### src/rtl/pwc_pkg.sv
package pwc_pkg;
  typedef enum logic [2:0] {
    ST_PWRUP  = 3'd0,
    ST_RESET  = 3'd1,
    ST_SAMPLE = 3'd2,
    ST_ENABLE = 3'd3,
    ST_SAVE   = 3'd4,
    ST_PWRDN  = 3'd5
  } pwc_state_e;
endpackage

### src/rtl/pwc_sync.sv
module pwc_sync #(
  parameter int W      = 1,
  parameter int STAGES = 2
) (
  input  logic         clk,
  input  logic         por_n,
  input  logic [W-1:0] d,
  output logic [W-1:0] q
);
  logic [W-1:0] stg [STAGES];

  always_ff @(posedge clk or negedge por_n) begin
    if (!por_n) stg[0] <= '0;
    else        stg[0] <= d;
  end

  for (genvar s = 1; s < STAGES; s++) begin : g_stage
    always_ff @(posedge clk or negedge por_n) begin
      if (!por_n) stg[s] <= '0;
      else        stg[s] <= stg[s-1];
    end
  end

  assign q = stg[STAGES-1];
endmodule

### src/rtl/pwc_timer.sv
module pwc_timer #(
  parameter int SETTLE_CYC = 4,
  parameter int SAVE_CYC   = 440
) (
  input  logic clk,
  input  logic por_n,
  input  logic run,
  input  logic sel_save,
  output logic expired
);
  localparam int MAXC = (SAVE_CYC > SETTLE_CYC) ? SAVE_CYC : SETTLE_CYC;
  localparam int CW   = $clog2(MAXC + 1);

  logic [CW-1:0] cnt;
  logic [CW-1:0] last;

  assign last    = sel_save ? CW'(SAVE_CYC - 1) : CW'(SETTLE_CYC - 1);
  assign expired = run && (cnt == last);

  always_ff @(posedge clk or negedge por_n) begin
    if (!por_n)       cnt <= '0;
    else if (!run)    cnt <= '0;
    else if (!expired) cnt <= cnt + CW'(1);
  end

  // the counter never runs past the selected limit
  p_cnt_bound_r5: assert property (@(posedge clk) disable iff (!por_n)
    run |-> (cnt <= last));
endmodule

### src/rtl/pwc_fsm.sv
module pwc_fsm
  import pwc_pkg::*;
#(
  parameter int CNT_W = 3
) (
  input  logic             clk,
  input  logic             por_n,
  input  logic             rst_s,
  input  logic             done_s,
  input  logic [CNT_W-1:0] store_s,
  input  logic             tmr_exp,
  output pwc_state_e       state,
  output logic [CNT_W-1:0] count,
  output logic             tmr_run,
  output logic             tmr_sel_save,
  output logic             done_rise
);
  localparam logic [CNT_W-1:0] LAST = {CNT_W{1'b1}};

  function automatic logic cnt_at_top(input logic [CNT_W-1:0] v);
    return v == LAST;
  endfunction

  function automatic logic [CNT_W-1:0] cnt_next(input logic [CNT_W-1:0] v);
    return cnt_at_top(v) ? '0 : v + CNT_W'(1);
  endfunction

  pwc_state_e       state_nx;
  logic [CNT_W-1:0] count_nx;
  logic             done_q;

  assign done_rise    = done_s && !done_q;
  assign tmr_run      = (state == ST_PWRUP) || (state == ST_SAVE);
  assign tmr_sel_save = (state == ST_SAVE);

  always_comb begin
    state_nx = state;
    count_nx = count;
    if (state != ST_PWRUP && !rst_s) begin
      state_nx = ST_RESET;
      count_nx = '0;
    end else begin
      unique case (state)
        ST_PWRUP:  if (tmr_exp) state_nx = rst_s ? ST_SAMPLE : ST_RESET;
        ST_RESET:  state_nx = ST_ENABLE;
        ST_SAMPLE: begin
          count_nx = cnt_next(store_s);
          state_nx = cnt_at_top(store_s) ? ST_ENABLE : ST_SAVE;
        end
        ST_ENABLE: if (done_rise) state_nx = ST_SAVE;
        ST_SAVE:   if (tmr_exp) state_nx = ST_PWRDN;
        ST_PWRDN:  state_nx = ST_PWRDN;
        default:   state_nx = ST_PWRDN;
      endcase
    end
  end

  always_ff @(posedge clk or negedge por_n) begin
    if (!por_n) begin
      state  <= ST_PWRUP;
      count  <= '0;
      done_q <= 1'b0;
    end else begin
      state  <= state_nx;
      count  <= count_nx;
      done_q <= done_s;
    end
  end

  // a stored value below the top is incremented and saved
  p_incr_r7: assert property (@(posedge clk) disable iff (!por_n)
    (state == ST_SAMPLE && rst_s && store_s != LAST)
      |=> (state == ST_SAVE && count == $past(store_s) + CNT_W'(1)));

  // the top value leads to enable with the count wrapped to zero
  p_wrap_r8: assert property (@(posedge clk) disable iff (!por_n)
    (state == ST_SAMPLE && rst_s && store_s == LAST)
      |=> (state == ST_ENABLE && count == '0));

  // without a rising done the enable state is kept
  p_done_edge_r4: assert property (@(posedge clk) disable iff (!por_n)
    (state == ST_ENABLE && rst_s && !done_rise) |=> (state == ST_ENABLE));

  // the saved value does not change during the save hold
  p_save_stable_r5: assert property (@(posedge clk) disable iff (!por_n)
    (state == ST_SAVE && rst_s) |=> $stable(count));

  // power-down is left only by the manual reset
  p_pwrdn_hold_r6: assert property (@(posedge clk) disable iff (!por_n)
    (state == ST_PWRDN && rst_s) |=> (state == ST_PWRDN));

  // a low manual reset after the settle window forces the reset state
  p_manual_rst_r2: assert property (@(posedge clk) disable iff (!por_n)
    (state != ST_PWRUP && !rst_s) |=> (state == ST_RESET && count == '0));
endmodule

### src/rtl/pwr_wake_ctrl.sv
module pwr_wake_ctrl
  import pwc_pkg::*;
#(
  parameter int CNT_W      = 3,
  parameter int SETTLE_CYC = 4,
  parameter int SAVE_CYC   = 440
) (
  input  logic             clk,
  input  logic             por_n,
  input  logic             rst_sw_n,
  input  logic             done_i,
  input  logic [CNT_W-1:0] store_i,
  output logic [CNT_W-1:0] store_o,
  output logic             store_oe,
  output logic             hold_o,
  output logic             hold_oe,
  output logic             chg_o,
  output logic             chg_oe,
  output logic             task_en
);
  localparam int SW = CNT_W + 2;

  logic [SW-1:0]    sync_d;
  logic [SW-1:0]    sync_q;
  logic             rst_s;
  logic             done_s;
  logic [CNT_W-1:0] store_s;
  logic             tmr_run;
  logic             tmr_sel_save;
  logic             tmr_exp;
  logic             done_rise;
  logic [CNT_W-1:0] count;
  pwc_state_e       state;

  assign sync_d = {rst_sw_n, done_i, store_i};
  assign {rst_s, done_s, store_s} = sync_q;

  pwc_sync #(.W(SW), .STAGES(2)) u_sync (
    .clk(clk), .por_n(por_n), .d(sync_d), .q(sync_q)
  );

  pwc_timer #(.SETTLE_CYC(SETTLE_CYC), .SAVE_CYC(SAVE_CYC)) u_timer (
    .clk(clk), .por_n(por_n), .run(tmr_run),
    .sel_save(tmr_sel_save), .expired(tmr_exp)
  );

  pwc_fsm #(.CNT_W(CNT_W)) u_fsm (
    .clk(clk), .por_n(por_n), .rst_s(rst_s), .done_s(done_s),
    .store_s(store_s), .tmr_exp(tmr_exp), .state(state), .count(count),
    .tmr_run(tmr_run), .tmr_sel_save(tmr_sel_save), .done_rise(done_rise)
  );

  assign hold_o   = 1'b0;
  assign chg_o    = 1'b1;
  assign hold_oe  = (state != ST_PWRDN);
  assign chg_oe   = (state != ST_PWRDN);
  assign task_en  = (state == ST_ENABLE);
  assign store_oe = (state == ST_SAVE);
  assign store_o  = store_oe ? count : '0;

  // once the power hold is released every other output is released too
  p_release_all_r6: assert property (@(posedge clk) disable iff (!por_n)
    !hold_oe |-> (!chg_oe && !store_oe && !task_en));

  // the task is never enabled while the storage pins are driven
  p_en_excl_r3: assert property (@(posedge clk) disable iff (!por_n)
    !(task_en && store_oe));
endmodule

### config.mk
export PLATFORM = sky130hd
export DESIGN_NAME = pwr_wake_ctrl
export DESIGN_NICKNAME = d
export VERILOG_FILES = /design/src/rtl/pwc_pkg.sv /design/src/rtl/pwc_sync.sv /design/src/rtl/pwc_timer.sv /design/src/rtl/pwc_fsm.sv /design/src/rtl/pwr_wake_ctrl.sv
export SDC_FILE = /design/constraint.sdc
export NUM_CORES = 1
export LEC_CHECK = 0
export CAP_MARGIN = 5
export CORE_UTILIZATION = 45
export CTS_CLUSTER_SIZE = 8
export DETAILED_ROUTE_END_ITERATION = 10
export DONT_BUFFER_PORTS = 1
export PLACE_DENSITY = 0.69
export SETUP_SLACK_MARGIN = 0.4
export SLEW_MARGIN = 20
export SYNTH_ARGS = -nofsm -noshare
export SYNTH_HDL_FRONTEND = slang
export SYNTH_SLANG_ARGS = --single-unit
export TNS_END_PERCENT = 1
### constraint.sdc
create_clock -name clk -period 1.62 [get_ports clk]
set_input_delay 0.162 -clock clk [delete_from_list [all_inputs] [get_ports clk]]
set_output_delay 0.162 -clock clk [all_outputs]
set_load 0.02 [all_outputs]
# Yosys cells after proc, flatten, opt, wreduce, memory -nomap -nowiden
# Index checks and enable logic that the tools add are counted.
[word_totals]
regBits = 26
in_bits = 7
word_cells = 43
[op_classes]
addsub = 2
n_eq_ne = 11
n_mux = 14
n_reduce_logical = 10
[ops]
columns = ["op", "count"]
rows = [
  ["$mux 3", 9],
  ["$mux 9", 3],
  ["$pmux 3 s5", 1],
  ["$add 9x1->9 const B", 1],
  ["$eq 9x9->1", 1],
  ["$eq 3x2->1 const B", 2],
  ["$eq 3x3->1 const B", 2],
  ["$ne 3x1->1 const B", 2],
  ["$ne 3x3->1 const B", 2],
  ["$add 3x1->3 const B", 1],
  ["$eq 3x1->1 const B", 1],
  ["$logic_and 1x1->1", 3],
  ["$logic_not 3->1", 1],
  ["$reduce_and 3->1", 1],
  ["$reduce_bool 3->1", 1],
  ["$logic_not 1->1", 2],
  ["$mux 2", 1],
  ["$ne 2x2->1 const B", 1],
  ["$reduce_bool 2->1", 1],
  ["$logic_or 1x1->1", 1],
]

# Depth between registers and ports, before layout
# Gate-level depths: netlist of run 1.
[logic_depth]
depth_word = 7
ltp_mapped = 5
mapped_depth_nobuf = 5

# Modules after synthesis
# Synthesis of run 1 repeated with hierarchy kept, for this count alone.
[hier_totals]
cells_unflattened = 119
area_unflattened_um2 = 1302.5
[modules_own_cells]
columns = ["module", "n_inst", "cells_per_inst", "area_each_um2", "seq_area_each_um2"]
rows = [
  ["pwc_timer", 1, 49, 501.7, 225.2],
  ["pwc_fsm", 1, 44, 420.4, 175.2],
  ["pwc_sync", 1, 15, 287.8, 250.2],
  ["pwr_wake_ctrl", 1, 11, 92.6, 0.0],
]

# Worst setup path before layout of run 1
# OpenSTA, ideal clock, no wires.
[synth_timing]
path_kind = "register to register"
from = "reg u_fsm.state[2]"
to = "reg u_timer.cnt[2]"
setup_time_ns = 0.120
arrival_time_ns = 1.362
t_required_ns = 1.500
path_slack_ns = 0.138
stages_incl_launch_ff = 6
path_cell_list = "dfrtp_1 buf_6 nor3b_4 nand4b_4 a31oi_1 a41o_1"
[synth_between]
elab_chain_len = 5
[synth_lines]
columns = ["item", "line_no", "source"]
rows = [
  ["from (decl)", "pwc_fsm.sv:12", "output pwc_state_e state,"],
  ["from (signal assigned)", "pwc_fsm.sv:64", "state <= state_nx;"],
  ["$eq 3x3->1 *", "n/a", ""],
  ["net store_oe", "pwr_wake_ctrl.sv:14", "output logic store_oe,"],
  ["$mux 9", "pwc_timer.sv:17", "assign last = sel_save ? CW'(SAVE_CYC - 1) : CW'(SETTLE_CYC - 1);"],
  ["$eq 9x9->1", "pwc_timer.sv:18", "assign expired = run && (cnt == last);"],
  ["$logic_and 1x1->1", "pwc_timer.sv:18", ""],
  ["$ne 2x2->1 (no source line)", "n/a", ""],
  ["to (signal assigned)", "pwc_timer.sv:23", "else if (!expired) cnt <= cnt + CW'(1);"],
  ["to (decl)", "pwc_timer.sv:14", "logic [CW-1:0] cnt;"],
]
# Mark *: on every way through the listed nets, which the timed path passes. The rest lies on a longest branch.
# A chain may end at the register's enable or synchronous reset.

# Final worst setup path of run 1
[layout_timing]
from = "reg u_fsm.state[0]"
to = "out store_o[0]"
[layout_between]
elab_chain_len = 2
[layout_lines]
columns = ["item", "line_no", "source"]
rows = [
  ["$eq 3x3->1", "pwr_wake_ctrl.sv:58", "assign store_oe = (state == ST_SAVE);"],
  ["$mux 3", "pwr_wake_ctrl.sv:59", "assign store_o = store_oe ? count : '0;"],
  ["to (decl)", "pwr_wake_ctrl.sv:13", "output logic [CNT_W-1:0] store_o,"],
]
# No other way between the ends.

==> results of run 1 <==
[state kept, by name, indices dropped and copies added (netlist names)]
register and cells:
u_timer.cnt 9, u_sync.stg 5, u_fsm.state 3, u_sync.q 5, u_fsm.done_q 1, u_fsm.count 3
[metal layers]
metal	wire length (um)	up-vias	GRT usage
met3	91	4	0.0583
met4	32	0	0.0983
met2	1010	21	0.262
met5	0	-	0
li1	-	419	-
met1	1030	415	0.237
[critical path: stages (launching register included)]
cell and delay, ps:
dfrtp_1 440, nor3b_4 240, buf_6 160, and2_4 180
[cell type report]
cell class                      count  area (um2)
Clock inverter                      1        30.0
Multi-Input combinational cell     79         557
Tap cell                           30        37.5
Inverter                            2        7.51
Fill cell                         217        1100
Timing Repair Buffer               14         140
Sequential cell                    26         651
Clock buffer                        3        22.5
[timing repair]
item	4_1_cts	5_1_grt
pin swaps	1	2
setup endpoints to repair	22	22
gates resized for setup	8	1
gates cloned	0	0
hold buffers	7	0
endpoints found under the hold margin	31	0
setup buffers	3	0
[cells by family (layout without fill, tap and decap cells)]
group                      count (synthesis)  after routing  share of synthesized area
and+or+nand+nor                           50             50                      0.268
DFF                                       26             26                      0.525
other                                      2              2                    0.00606
buffers and inverters                      9             20                     0.0444
xor gates and xnor gates                   3              3                     0.0212
AOI/OAI and AO/OA                         21             21                      0.105
adders and majority gates                  3              3                     0.0303
[power groups by stage]
stage	registers, mW	logic, mW	clock network, mW
after floorplan	0.793	0.372	0
after global placement	0.801	0.433	0
after detailed placement	0.807	0.450	0
after CTS	0.787	0.544	0.460
after global routing	0.806	0.611	0.487
final	0.795	0.551	0.445
[stage by stage]
step                cells  area, um2  setup WS, ps  total power, mW   util
floorplan             114       1240           144             1.17      -
detailed placement    141       1260          18.9             1.26  0.495
global placement      141       1260           104             1.23  0.495
finish                155       1450           114             1.79  0.568
CTS                   155       1440          94.8             1.79  0.564
global route          155       1450          30.3             1.91  0.568
[worst paths after layout]
kind | startpoint | to | slack (ps) | cells past startpoint
setup / recovery | u_fsm.state[0] | store_o[0] | 110 | 3
hold / removal | por_n | u_fsm.count[0] | 230 | 2
setup reg to reg | u_timer.cnt[0] | u_timer.cnt[1] | 150 | 5
hold reg to reg | u_sync.stg[7] | u_sync.q[2] | 370 | 0
max in group asynchronous | por_n | u_timer.cnt[4] | 1230 | 2
min in group clk | u_sync.stg[7] | u_sync.q[2] | 370 | 0
[cells in the final DEF (no fill, tap or decap), types with 2 or more instances in the layout]
| master | Yosys | layout |
|---|---|---|
| buf_6 | 1 | 2 |
| clkbuf_4 | 0 | 3 |
| xnor2_1 | 3 | 3 |
| nor3_1 | 2 | 2 |
| or3_1 | 2 | 2 |
| and2_4 | 0 | 3 |
| conb_1 | 2 | 2 |
| nor2_1 | 12 | 12 |
| nand3b_1 | 2 | 2 |
| a21oi_1 | 6 | 6 |
| dfrtp_1 | 26 | 26 |
| o21ai_0 | 8 | 8 |
| ha_1 | 3 | 2 |
| dlygate4sd3_1 | 0 | 6 |
| buf_4 | 3 | 5 |
| nor2b_1 | 3 | 3 |
| and3_1 | 2 | 2 |
| nand2_1 | 6 | 6 |
| nor3b_4 | 1 | 2 |
| inv_1 | 2 | 2 |
| nand3_1 | 6 | 6 |
| a22o_1 | 2 | 2 |
==> key figures, run 1 <==
Outcome
  – Status: finished clean

Drt
  – WL/cell: 14.0 um
  – Post-route ant nets: 0
  – Drt pass-1 iters: 4
  – DRC Markers: 0
  – Via density per instance: 5.54
  – Via count: 859
  – DRT iter0 DRCs: 15
  – Final wirelength: 2170 um

Global route
  – Vias in the first global route: 824
  – First-pass GRT wire length: 3690 um
  – Grt ovf: 0
  – Largest net degree at the start of global routing: 27
  – Global-route usage over all layers: 0.181
  – Initial antenna violation count: 0

Min path
  – Min-delay worst type: primary input to asynchronous set/reset pin

STA
  – Unrepaired setup endpoints after global routing: true
  – Skew final: 10.4 ps
  – Setup TNS: 0 ps
  – # setup viols final: 0
  – Maximum clock rate: 664 MHz
  – Final Cycle Share: 0.930
  – Hold Slack: 233 ps
  – Final hold vios: 0
  – Min Clock Period, post-route: 1510 ps
  – Max Slew Vio Count: 0

Power and ir drop
  – Peak VDD IR: 0.945 mV
  – Power share of the clock group: 0.249
  – Combinational power share: 0.307
  – Switching power: 0.575 mW
  – Flop pwr share: 0.444
  – Leakage: 0.635 nW
  – Pwr Density: 1240 nW/um2
  – Sw Share: 0.321
  – Internal: 1.22 mW

Synthesis
  – Syn Area/Cell: 10.9 um2
  – Post-synth EDFFs: 0
  – Synth cell types: 39
  – Top cell type's share of synthesized area: 0.525
  – Seq/Total Area, Yosys: 0.525
  – Synth warn: 0
  – Post-Syn Nets: 124
  – Most frequent cell after synthesis: dfrtp_1
  – Mapped cell area: 1240 um2
  – Synth Flop Type: dfrtp_1
  – Yosys top cell by area: dfrtp_1
  – Synth Instances: 114
  – Synth Register Bits: 26
  – Async set-or-reset flop fraction in the synthesized netlist: 1.00
  – Synth top area cells: dfrtp_1 53%, nor2_1 3.6%, o21ai_0 3.2%
  – Commonest cells post-synth: 26 x dfrtp_1, 12 x nor2_1, 8 x o21ai_0

Floorplanning
  – Initial core utilization: 0.487
  – Die Area: 2970 um2
  – Row Count: 18
  – # IOs: 16
  – Die Height: 54.5 um
  – Die X: 54.5 um
  – Core Region: 2540 um2

Worst setup path
  – CP endpoint kind: output port
  – WS Path Type: flop to output port
  – Critical path peak fanout: 4
  – Startpoint class of the critical path: flop
  – Critical path arrival: 1340 ps
  – CP required: 1460 ps

Cells and area
  – Share of layout cells above drive strength 1: 0.176
  – Fin nets: 136
  – Area Growth Syn to Fin: 16.7%
  – Ant. Diodes: 0

CTS
  – Clk sink count: 26
  – Total CTS buffers: 3
  – Maximum clock path buffer count: 2
  – CTS tree: yes
  – H-Tree Depth: 1
  – CTS Root Cell: clkbuf_4
  – Clk_lat worst skew: 330 ps
  – Clock slew at reported path FFs: 140 ps

Flow run
  – Max-cap violations: 0

Place
  – Port bufs: 0
  – Routability Congestion: 0.787
  – Post-detail-place hpwl: 1380 um
Note: power is estimated with default switching activity, not from simulation.
==> inputs of run 2 (changes only) <==
--- a/config.mk
+++ b/config.mk
@@ -6,11 +6,11 @@
 export NUM_CORES = 1
 export LEC_CHECK = 0
 export CAP_MARGIN = 5
-export CORE_UTILIZATION = 45
+export CORE_UTILIZATION = 50
 export CTS_CLUSTER_SIZE = 8
 export DETAILED_ROUTE_END_ITERATION = 10
 export DONT_BUFFER_PORTS = 1
-export PLACE_DENSITY = 0.69
+export PLACE_DENSITY = 0.74
 export SETUP_SLACK_MARGIN = 0.4
 export SLEW_MARGIN = 20
 export SYNTH_ARGS = -nofsm -noshare
==> key figures, run 2 (synthesis results as in run 1) <==
Flow run
  – Max-cap violations: 0 (unchanged)

Cells and area
  – Commonest non-fill, non-tap cell in the layout: dfrtp_1
  – Post-route cell area: 1460 um2 (+0.78%)
  – Share of layout cells above drive strength 1: 0.190 (+0.0145)
  – Number of flip-flops in the largest register: 9 (unchanged)
  – Cell Count, Final, Fillers Out: 154 (-0.65%)
  – Area Growth Syn to Fin: 17.6%
  – Largest reg by FF count: u_timer.cnt
  – Ant. Diodes: 0 (unchanged)
  – Fin nets: 137 (+0.74%)
  – Most frequent cells in the layout: 26 x dfrtp_1, 12 x nor2_1, 8 x o21ai_0
  – Final Core Density: 0.640 (+0.0721)

STA
  – Min Clock Period, post-route: 1490 ps (-20.5 ps)
  – Final Cycle Share: 0.917 (-0.0127)
  – Final hold vios: 0 (unchanged)
  – Setup ws final: 134 ps (+20.5 ps)
  – Hold Slack: 272 ps (+38.8 ps)
  – Setup TNS: 0 ps (unchanged)
  – Max Slew Vio Count: 0 (unchanged)
  – Maximum clock rate: 673 MHz (+1.4%)
  – Skew final: 4.95 ps (-5.45 ps)
  – # setup viols final: 0 (unchanged)
  – Unrepaired setup endpoints after global routing: true

Drt
  – Via count: 857 (-0.23%)
  – Post-route ant nets: 0 (unchanged)
  – Via density per instance: 5.56 (+0.42%)
  – Drt pass-1 iters: 4 (unchanged)
  – WL/cell: 14.2 um (+1.5%)
  – DRC Markers: 0 (unchanged)
  – DRT iter0 DRCs: 14 (-1)
  – Final wirelength: 2190 um (+0.88%)

Worst setup path
  – CP cell instances: buf_6 > nand3b_1
  – CP endpoint kind: output port
  – Critical path peak fanout: 11 (+7)
  – Startpoint class of the critical path: flop
  – Slowest CP cell: dfrtp_1
  – Largest stage delay, worst path: 440 ps (about the same)
  – CP required: 1460 ps (about the same)
  – Critical path arrival: 1320 ps (-20 ps)
  – WS Path Type: flop to output port

Floorplanning
  – Core Region: 2280 um2 (-11%)
  – Initial core utilization: 0.544 (+0.0575)
  – Die X: 51.8 um (-4.9%)
  – Die Height: 51.8 um (-4.9%)
  – Row Count: 17 (-1)
  – Die Area: 2680 um2 (-9.6%)
  – # IOs: 16 (unchanged)

Global route
  – Vias in the first global route: 895 (+8.6%)
  – Global Route met3 Usage: 0.0263 (-0.0320)
  – Grt met1 use: 0.233 (-0.00403)
  – First-pass GRT wire length: 3710 um (+0.38%)
  – Initial antenna violation count: 0 (unchanged)
  – Grt ovf: 0 (unchanged)
  – Largest net degree at the start of global routing: 27 (unchanged)
  – Met2 usage: 0.329 (+0.0668)
  – Global-route usage over all layers: 0.195 (+0.0140)
  – Most used routing layer: met2

CTS
  – Maximum clock path buffer count: 2 (unchanged)
  – Total CTS buffers: 3 (unchanged)
  – Clk sink count: 26 (unchanged)
  – Clk_lat worst skew: 320 ps (about the same)
  – CTS tree: yes
  – Clock slew at reported path FFs: 140 ps (about the same)
  – H-Tree Depth: 1 (unchanged)
  – CTS Root Cell: clkbuf_4

Place
  – Routability Congestion: 0.796 (+1.2%)
  – Cells after DPL: 139 (-1.4%)
  – Post-detail-place hpwl: 1430 um (+4.0%)
  – Port bufs: 0 (unchanged)
  – DP Area: 1260 um2 (-0.20%)
  – Pre-CTS setup slack: 27.4 ps (+8.54 ps)

Outcome
  – Status: finished clean

Power and ir drop
  – Pwr Density: 1230 nW/um2 (-1.1%)
  – Peak VDD IR: 0.886 mV (-6.3%)
  – Leakage: 0.641 nW (+0.93%)
  – Final total power: 1.79 mW (-0.32%)

Min path
  – Min-delay worst type: primary input to asynchronous set/reset pin
## run 2: worst paths after layout
path	start	endpoint	slack [ps]	depth (start not counted)
worst min-delay path	por_n	u_fsm.count[0]	270	2
worst max register to register	u_timer.cnt[0]	u_timer.cnt[3]	140	5
min in group clk	u_sync.stg[7]	u_sync.q[2]	370	0
worst max-delay path	u_fsm.state[1]	chg_oe	130	2
worst min register to register	u_sync.stg[7]	u_sync.q[2]	370	0
max in group asynchronous	por_n	u_timer.cnt[0]	1200	2
## run 2: final cells by class
type	count	area (um2)
clock buffer	3	22.5
clock inverter	1	30.0
multi-input combinational	79	563
tap	28	35.0
fill	177	820
sequential	26	651
timing repair buffer	15	148
inverter	2	7.51
## run 2: worst max-delay path: cells and delay by family, from the launching register on
| family | cells | cell delay (ps) |
|---|---|---|
| buffers and inverters | 1 | 160 |
| DFF | 1 | 440 |
| and+or+nand+nor | 1 | 410 |
## run 2: metal layers
layer | share of wire | routed length (um)
met3 | 0.021 | 47
met1 | 0.47 | 1030
met5 | 0 | 0
met4 | 0.017 | 38
met2 | 0.49 | 1070
## run 2: where the power goes
part           switching [mW]  internal, mW
Clock                   0.187         0.250
Sequential             0.0713         0.727
Combinational           0.301         0.249
## run 2: repair_timing
item / 4_1_cts / 5_1_grt
hold buffers: 7 / 0
endpoints found under the setup margin: 20 / 22
gates resized for setup: 7 / 3
buffers inserted: 3 / 1
endpoints found under the hold margin: 31 / 0
pin swaps: 1 / 2
